===== config.mk =====
export PLATFORM = sky130hd
export DESIGN_NAME = energy_pulse_gen
export DESIGN_NICKNAME = d
export VERILOG_FILES = /design/src/rtl/epg_pkg.sv /design/src/rtl/epg_src_mag.sv /design/src/rtl/epg_accum.sv /design/src/rtl/epg_pulse_timer.sv /design/src/rtl/energy_pulse_gen.sv
export SDC_FILE = /design/constraint.sdc
export NUM_CORES = 1
export LEC_CHECK = 0
export BUFFER_PORTS_ARGS = -buffer_cell sky130_fd_sc_hd__buf_2
export CELL_PAD_IN_SITES_DETAIL_PLACEMENT = 0
export CELL_PAD_IN_SITES_GLOBAL_PLACEMENT = 1
export CORE_ASPECT_RATIO = 1.1
export CORE_MARGIN = 4
export CORE_UTILIZATION = 30
export CTS_BUF_LIST = sky130_fd_sc_hd__clkbuf_4
export DETAILED_ROUTE_END_ITERATION = 10
export PLACE_DENSITY_LB_ADDON = 0.15
export SLEW_MARGIN = 20
export SYNTH_ARGS = -nofsm -noshare
export SYNTH_HDL_FRONTEND = slang
export SYNTH_HIERARCHICAL = 1
export SYNTH_SLANG_ARGS = --single-unit

===== constraint.sdc =====
create_clock -name clk_i -period 14.85 [get_ports clk_i]
set_clock_uncertainty 0.15 [all_clocks]
set_input_delay 0.7425 -clock clk_i [delete_from_list [all_inputs] [get_ports clk_i]]
set_output_delay 0.7425 -clock clk_i [all_outputs]
set_load 0.01 [all_outputs]

===== src/rtl/epg_pkg.sv =====
package epg_pkg;
  localparam int SEL_W   = 4;
  localparam int PW_W    = 8;
  localparam int RNG_W   = 4;
  localparam int NUM_SRC = 9;

  // Power slot order on the input bus; matches the selector codes.
  typedef enum logic [SEL_W-1:0] {
    SRC_P_TOTAL = 4'd0,
    SRC_Q_TOTAL = 4'd1,
    SRC_S_TOTAL = 4'd2,
    SRC_P_CH1   = 4'd3,
    SRC_P_CH2   = 4'd4,
    SRC_Q_CH1   = 4'd5,
    SRC_Q_CH2   = 4'd6,
    SRC_S_CH1   = 4'd7,
    SRC_S_CH2   = 4'd8
  } src_e;

  function automatic logic sel_in_range(input logic [SEL_W-1:0] s);
    return s < SEL_W'(NUM_SRC);
  endfunction
endpackage


===== src/rtl/epg_src_mag.sv =====
module epg_src_mag
  import epg_pkg::*;
#(
  parameter int PWR_W = 16
) (
  input  logic [NUM_SRC*PWR_W-1:0] pwr_i,
  input  logic [SEL_W-1:0]         sel_i,
  output logic [PWR_W-1:0]         mag_o
);
  logic [PWR_W-1:0] picked;

  always_comb begin
    picked = '0;
    for (int k = 0; k < NUM_SRC; k++) begin
      if (sel_i == SEL_W'(k)) picked = pwr_i[k*PWR_W +: PWR_W];
    end
    if (!sel_in_range(sel_i)) picked = '0;
  end

  // Two's-complement magnitude; the most negative value maps to 2^(PWR_W-1).
  assign mag_o = picked[PWR_W-1] ? (~picked + 1'b1) : picked;
endmodule


===== src/rtl/epg_accum.sv =====
module epg_accum
  import epg_pkg::*;
#(
  parameter int PWR_W    = 16,
  parameter int THR_LOG2 = 8,
  parameter int ACC_W    = 25
) (
  input  logic             clk_i,
  input  logic             rst_i,
  input  logic             en_i,
  input  logic             valid_i,
  input  logic [PWR_W-1:0] mag_i,
  input  logic [RNG_W-1:0] rng_i,
  output logic             cross_o
);
  logic [ACC_W-1:0] acc_q, thr, base, addend, acc_d;
  logic [ACC_W:0]   sum;

  always_comb begin
    thr     = {{(ACC_W-1){1'b0}}, 1'b1} << (THR_LOG2 + int'(rng_i));
    cross_o = en_i && (acc_q >= thr);
    base    = cross_o ? (acc_q - thr) : acc_q;
    addend  = valid_i ? ACC_W'(mag_i) : '0;
    sum     = {1'b0, base} + {1'b0, addend};
    acc_d   = sum[ACC_W] ? '1 : sum[ACC_W-1:0];
  end

  always_ff @(posedge clk_i) begin
    if (rst_i || !en_i) acc_q <= '0;
    else                acc_q <= acc_d;
  end
endmodule


===== src/rtl/epg_pulse_timer.sv =====
module epg_pulse_timer
  import epg_pkg::*;
#(
  parameter int PRESCALE = 4,
  parameter int PEND_W   = 4
) (
  input  logic            clk_i,
  input  logic            rst_i,
  input  logic            en_i,
  input  logic            cross_i,
  input  logic [PW_W-1:0] pw_i,
  output logic            pulse_o
);
  localparam int SUB_W = (PRESCALE > 1) ? $clog2(PRESCALE) : 1;
  localparam logic [SUB_W-1:0] SUB_LAST = SUB_W'(PRESCALE - 1);

  logic              pulse_q;
  logic [SUB_W-1:0]  sub_q;
  logic [PW_W-1:0]   wcnt_q;
  logic [PEND_W-1:0] pend_q, pend_d;
  logic [PEND_W:0]   pend_sum;
  logic              start;

  always_comb begin
    start    = en_i && !pulse_q && ((pend_q != '0) || cross_i);
    pend_sum = {1'b0, pend_q} + (PEND_W+1)'(cross_i) - (PEND_W+1)'(start);
    pend_d   = pend_sum[PEND_W] ? '1 : pend_sum[PEND_W-1:0];
  end

  always_ff @(posedge clk_i) begin
    if (rst_i || !en_i) begin
      pulse_q <= 1'b0;
      sub_q   <= '0;
      wcnt_q  <= '0;
      pend_q  <= '0;
    end else begin
      pend_q <= pend_d;
      if (start) begin
        pulse_q <= 1'b1;
        sub_q   <= '0;
        wcnt_q  <= pw_i;
      end else if (pulse_q) begin
        if (sub_q == SUB_LAST) begin
          sub_q <= '0;
          if (wcnt_q == '0) pulse_q <= 1'b0;
          else              wcnt_q  <= wcnt_q - 1'b1;
        end else begin
          sub_q <= sub_q + 1'b1;
        end
      end
    end
  end

  assign pulse_o = pulse_q;
endmodule


===== src/rtl/energy_pulse_gen.sv =====
module energy_pulse_gen
  import epg_pkg::*;
#(
  parameter int NUM_GEN  = 3,
  parameter int PWR_W    = 16,
  parameter int THR_LOG2 = 8,
  parameter int PRESCALE = 4,
  parameter int PEND_W   = 4
) (
  input  logic                     clk_i,
  input  logic                     rst_i,
  input  logic [NUM_SRC*PWR_W-1:0] pwr_i,
  input  logic                     sample_valid_i,
  input  logic [NUM_GEN*SEL_W-1:0] sel_i,
  input  logic [NUM_GEN-1:0]       en_i,
  input  logic [NUM_GEN*PW_W-1:0]  pw_i,
  input  logic [NUM_GEN*RNG_W-1:0] rng_i,
  output logic [NUM_GEN-1:0]       pulse_o
);
  // Room for the largest threshold plus one more sample.
  localparam int ACC_W = THR_LOG2 + (1 << RNG_W) + 1;

  logic [PWR_W-1:0]   mag_w [NUM_GEN];
  logic [NUM_GEN-1:0] cross_w;

  for (genvar g = 0; g < NUM_GEN; g++) begin : g_lane
    epg_src_mag #(.PWR_W(PWR_W)) u_mux (
      .pwr_i (pwr_i),
      .sel_i (sel_i[g*SEL_W +: SEL_W]),
      .mag_o (mag_w[g])
    );

    epg_accum #(.PWR_W(PWR_W), .THR_LOG2(THR_LOG2), .ACC_W(ACC_W)) u_acc (
      .clk_i   (clk_i),
      .rst_i   (rst_i),
      .en_i    (en_i[g]),
      .valid_i (sample_valid_i),
      .mag_i   (mag_w[g]),
      .rng_i   (rng_i[g*RNG_W +: RNG_W]),
      .cross_o (cross_w[g])
    );

    epg_pulse_timer #(.PRESCALE(PRESCALE), .PEND_W(PEND_W)) u_tmr (
      .clk_i   (clk_i),
      .rst_i   (rst_i),
      .en_i    (en_i[g]),
      .cross_i (cross_w[g]),
      .pw_i    (pw_i[g*PW_W +: PW_W]),
      .pulse_o (pulse_o[g])
    );
  end
endmodule


==> results.cfg <==
[status]
status = complete, no violations

[sta]
post-route-period-util_pct = 45.2
slew_headroom_pct = 24.4
period_needed_ns = 6.72
finalWorstSetupSlack_ns = 8.13
drv_slew = 0
setup_viol = 0
rsz0062_at_grt = false
max_freq_mhz = 149
hold_viol = 0
worst_slew_pin_slew_ns = 1.13
fin_tns_setup_ns = 0
hold_slack_ns = 0.162

[yosys]
synth_compound_area_share_pct = 31.3
synthArstFlopShare_pct = 0
synth-seq-cells = 120
synth_top_family_by_area = compound AO/OA/AOI/OAI gates
synth.avg_cell_area_um2 = 7.66
synth-xor-area-share_pct = 6.99
syn_area_mm2 = 0.0198
synth_edf_count = 0
synth_simple_gate_area_share_pct = 26.8
muxShareOfSynthArea_pct = 6.69
synth.yosys.warnings = 6
yosys.cell_types.count = 121
seq_area_frac_synth_pct = 12.1
synthCells = 2584
synth_fa_ha_area_share_pct = 9.25
synth_ff_type = dfxtp_1

[grt]
grtUsageMet3_pct = 2.95
grtUsageMet2_pct = 34.9
antenna_found_initial = 2
grt_pass1_wl_um = 119000
busiest_layer = met2
grt_pass1_vias = 20000
grt_overflow = 0
grtUsageMet1_pct = 28.3
grt_use_total_pct = 21.2
grt_max_degree = 65

[floorplan]
start_util_pct = 30.3
die_h_um = 277
dieArea_mm2 = 0.0702
rows = 98
fp.coreArea_mm2 = 0.0652
die_w_um = 253
pin_count = 201

[finish]
final_common_cell = a21oi_1
nets = 3016
area_growth_pct = 7.70
fin_area_mm2 = 0.0213
finish.utilization_pct = 32.7
drive_gt1_share_pct = 15.7
final_cell_mix = a21oi_1, nand2_1, buf_2
fin_cells = 3541

[clocking]
htreeDepth = 4
hold_buffers = 0
cts_resized = 0
cts_tree = done
post_cts_buffers = 0
cts_buffers = 17
numClockSinks = 120
clk_latency_ns = 0.66
clk_pin_slew_ns = 0.13
clockBufferDepth = 2
root_buffer = clkbuf_4

[routing]
via_per_inst = 5.79
num_vias = 20500
drtAntennaViolNets = 0
drc = 0
dr.pass1.iters = 8
routed_wl_um = 76800
detail_route.wl_per_cell_um = 21.7
drt_iter0_drc = 1440

[pwr]
finalPower_mw = 3.64
power_switching_mw = 1.99
power.share.clock_pct = 7.1
vdd_drop_max_v = 0.0000653
cell_internal_pwr_mw = 1.65
p_leak_nw = 8.66
powerDensity_mw_per_mm2 = 171
swShare_pct = 54.7
seqPwrFrac_pct = 14.0
p_comb_share_pct = 78.9

[worst_setup_path]
arrival_ns = 7.14
cp-start-kind = primary input
crit_type = primary input to flop
cp_max_fo = 60
cp-end-kind = flop
cp.required_ns = 15.27

[placement]
place_area_mm2 = 0.0210
post-place-cells = 3508
gp_congestion = 0.931
io_buffer_count = 200
dp.final_hpwl_um = 60700
place_worst_setup_slack_ns = 7.60

[hold_path]
hold_class = primary input to flop

[run]
maxCapViolations = 0
## layout make-up
class / instances / area (um^2)
antenna: 1 / 2.50
clock buffer: 17 / 128
clock inverter: 15 / 165
fill: 7084 / 43900
inverter: 89 / 334
multi-input combinational: 2233 / 16100
sequential: 120 / 2400
tap: 850 / 1060
timing repair buffer: 216 / 1130
## worst max-delay path, stage by stage
cell and delay (ns):
buf_4 0.28, buf_4 0.69, mux2_2 0.41, a221oi_1 0.46, o32ai_1 0.30, inv_1 0.13
ha_1 0.17, inv_1 0.05, nor3_2 0.37, a31oi_1 0.15, xor2_1 0.17, and2_1 0.16
ha_1 0.34, o211ai_1 0.10, a21oi_1 0.28, o2111ai_1 0.19, a31oi_1 0.26, inv_1 0.13
a211oi_4 0.39, nand3_1 0.74, and3_1 0.41, o21ai_0 0.13
## synth_stat cells (all sizes together), types with 18 or more instances
cell type,instances,area share [%]
a21oi,252,6.5
nand2,208,3.9
nor2,178,3.5
o21ai,147,3.9
ha,132,8.3
dfxtp,120,12
buf,108,4.2
inv,89,1.7
xnor2,85,3.8
nand3,84,2.2
mux2i,81,4.1
xor2,73,3.2
and2,72,2.3
a31oi,59,2.0
nand2b,53,1.8
nor3,52,1.5
a21o,47,1.8
nor2b,47,1.5
clkbuf,41,0.80
nand3b,35,1.3
a21boi,32,1.3
o211ai,32,1.2
a211oi,28,1.4
o21a,28,1.1
nand4,27,0.85
mux2,26,1.5
nor4,23,1.4
or3,22,0.80
o31ai,20,0.94
a22oi,19,0.72
o22ai,19,0.60
a311oi,18,0.83
or3b,18,0.80
## worst paths after layout
check                           depth (start not counted)  slack (ns)                                     end                              startpoint
worst max-delay path                                   22        8.13    g_lane[1].u_acc/acc_q[21]$_SDFF_PP0_                                sel_i[4]
worst max register to register                         20        8.66    g_lane[1].u_acc/acc_q[21]$_SDFF_PP0_    g_lane[1].u_acc/acc_q[18]$_SDFF_PP0_
worst min-delay path                                    3        0.16  g_lane[1].u_tmr/wcnt_q[7]$_SDFFE_PP0P_                                pw_i[15]
worst min register to register                          2        0.37  g_lane[2].u_tmr/wcnt_q[1]$_SDFFE_PP0P_  g_lane[2].u_tmr/wcnt_q[1]$_SDFFE_PP0P_
## layer usage
metal / part of all wire (%) / wire length, um
met1: 45 / 34500
met3: 5.2 / 4000
met5: 0 / 0
met2: 46 / 35500
met4: 3.6 / 2750
## flip-flops by register name, indices dropped and copies added, names as in the netlist
signal,cells
g_lane.u_tmr/pend_q,12
g_lane.u_tmr/wcnt_q,24
g_lane.u_acc/acc_q,75
g_lane.u_tmr/pulse_o,3
g_lane.u_tmr/sub_q,6
## cell families (layout without fill, tap and decap cells)
group | after synthesis | in the layout
adder cells (fa/ha/maj) | 141 | 141
multiplexers | 116 | 116
buffers and inverters | 240 | 337
flip-flops | 120 | 120
AND/OR/NAND/NOR | 921 | 921
other | 6 | 16
XOR/XNOR | 158 | 158
AO/OA/AOI/OAI | 882 | 882
## power by group through the flow
stage | Combinational, mW | Sequential [mW] | Clock, mW
floorplan | 2.22 | 0.477 | 0
global placement | 2.84 | 0.517 | 0
detailed placement | 2.83 | 0.519 | 0
CTS | 2.86 | 0.511 | 0.278
global route | 3.19 | 0.523 | 0.287
finish | 2.87 | 0.511 | 0.258
Note: power is estimated with default switching activity, not from simulation.
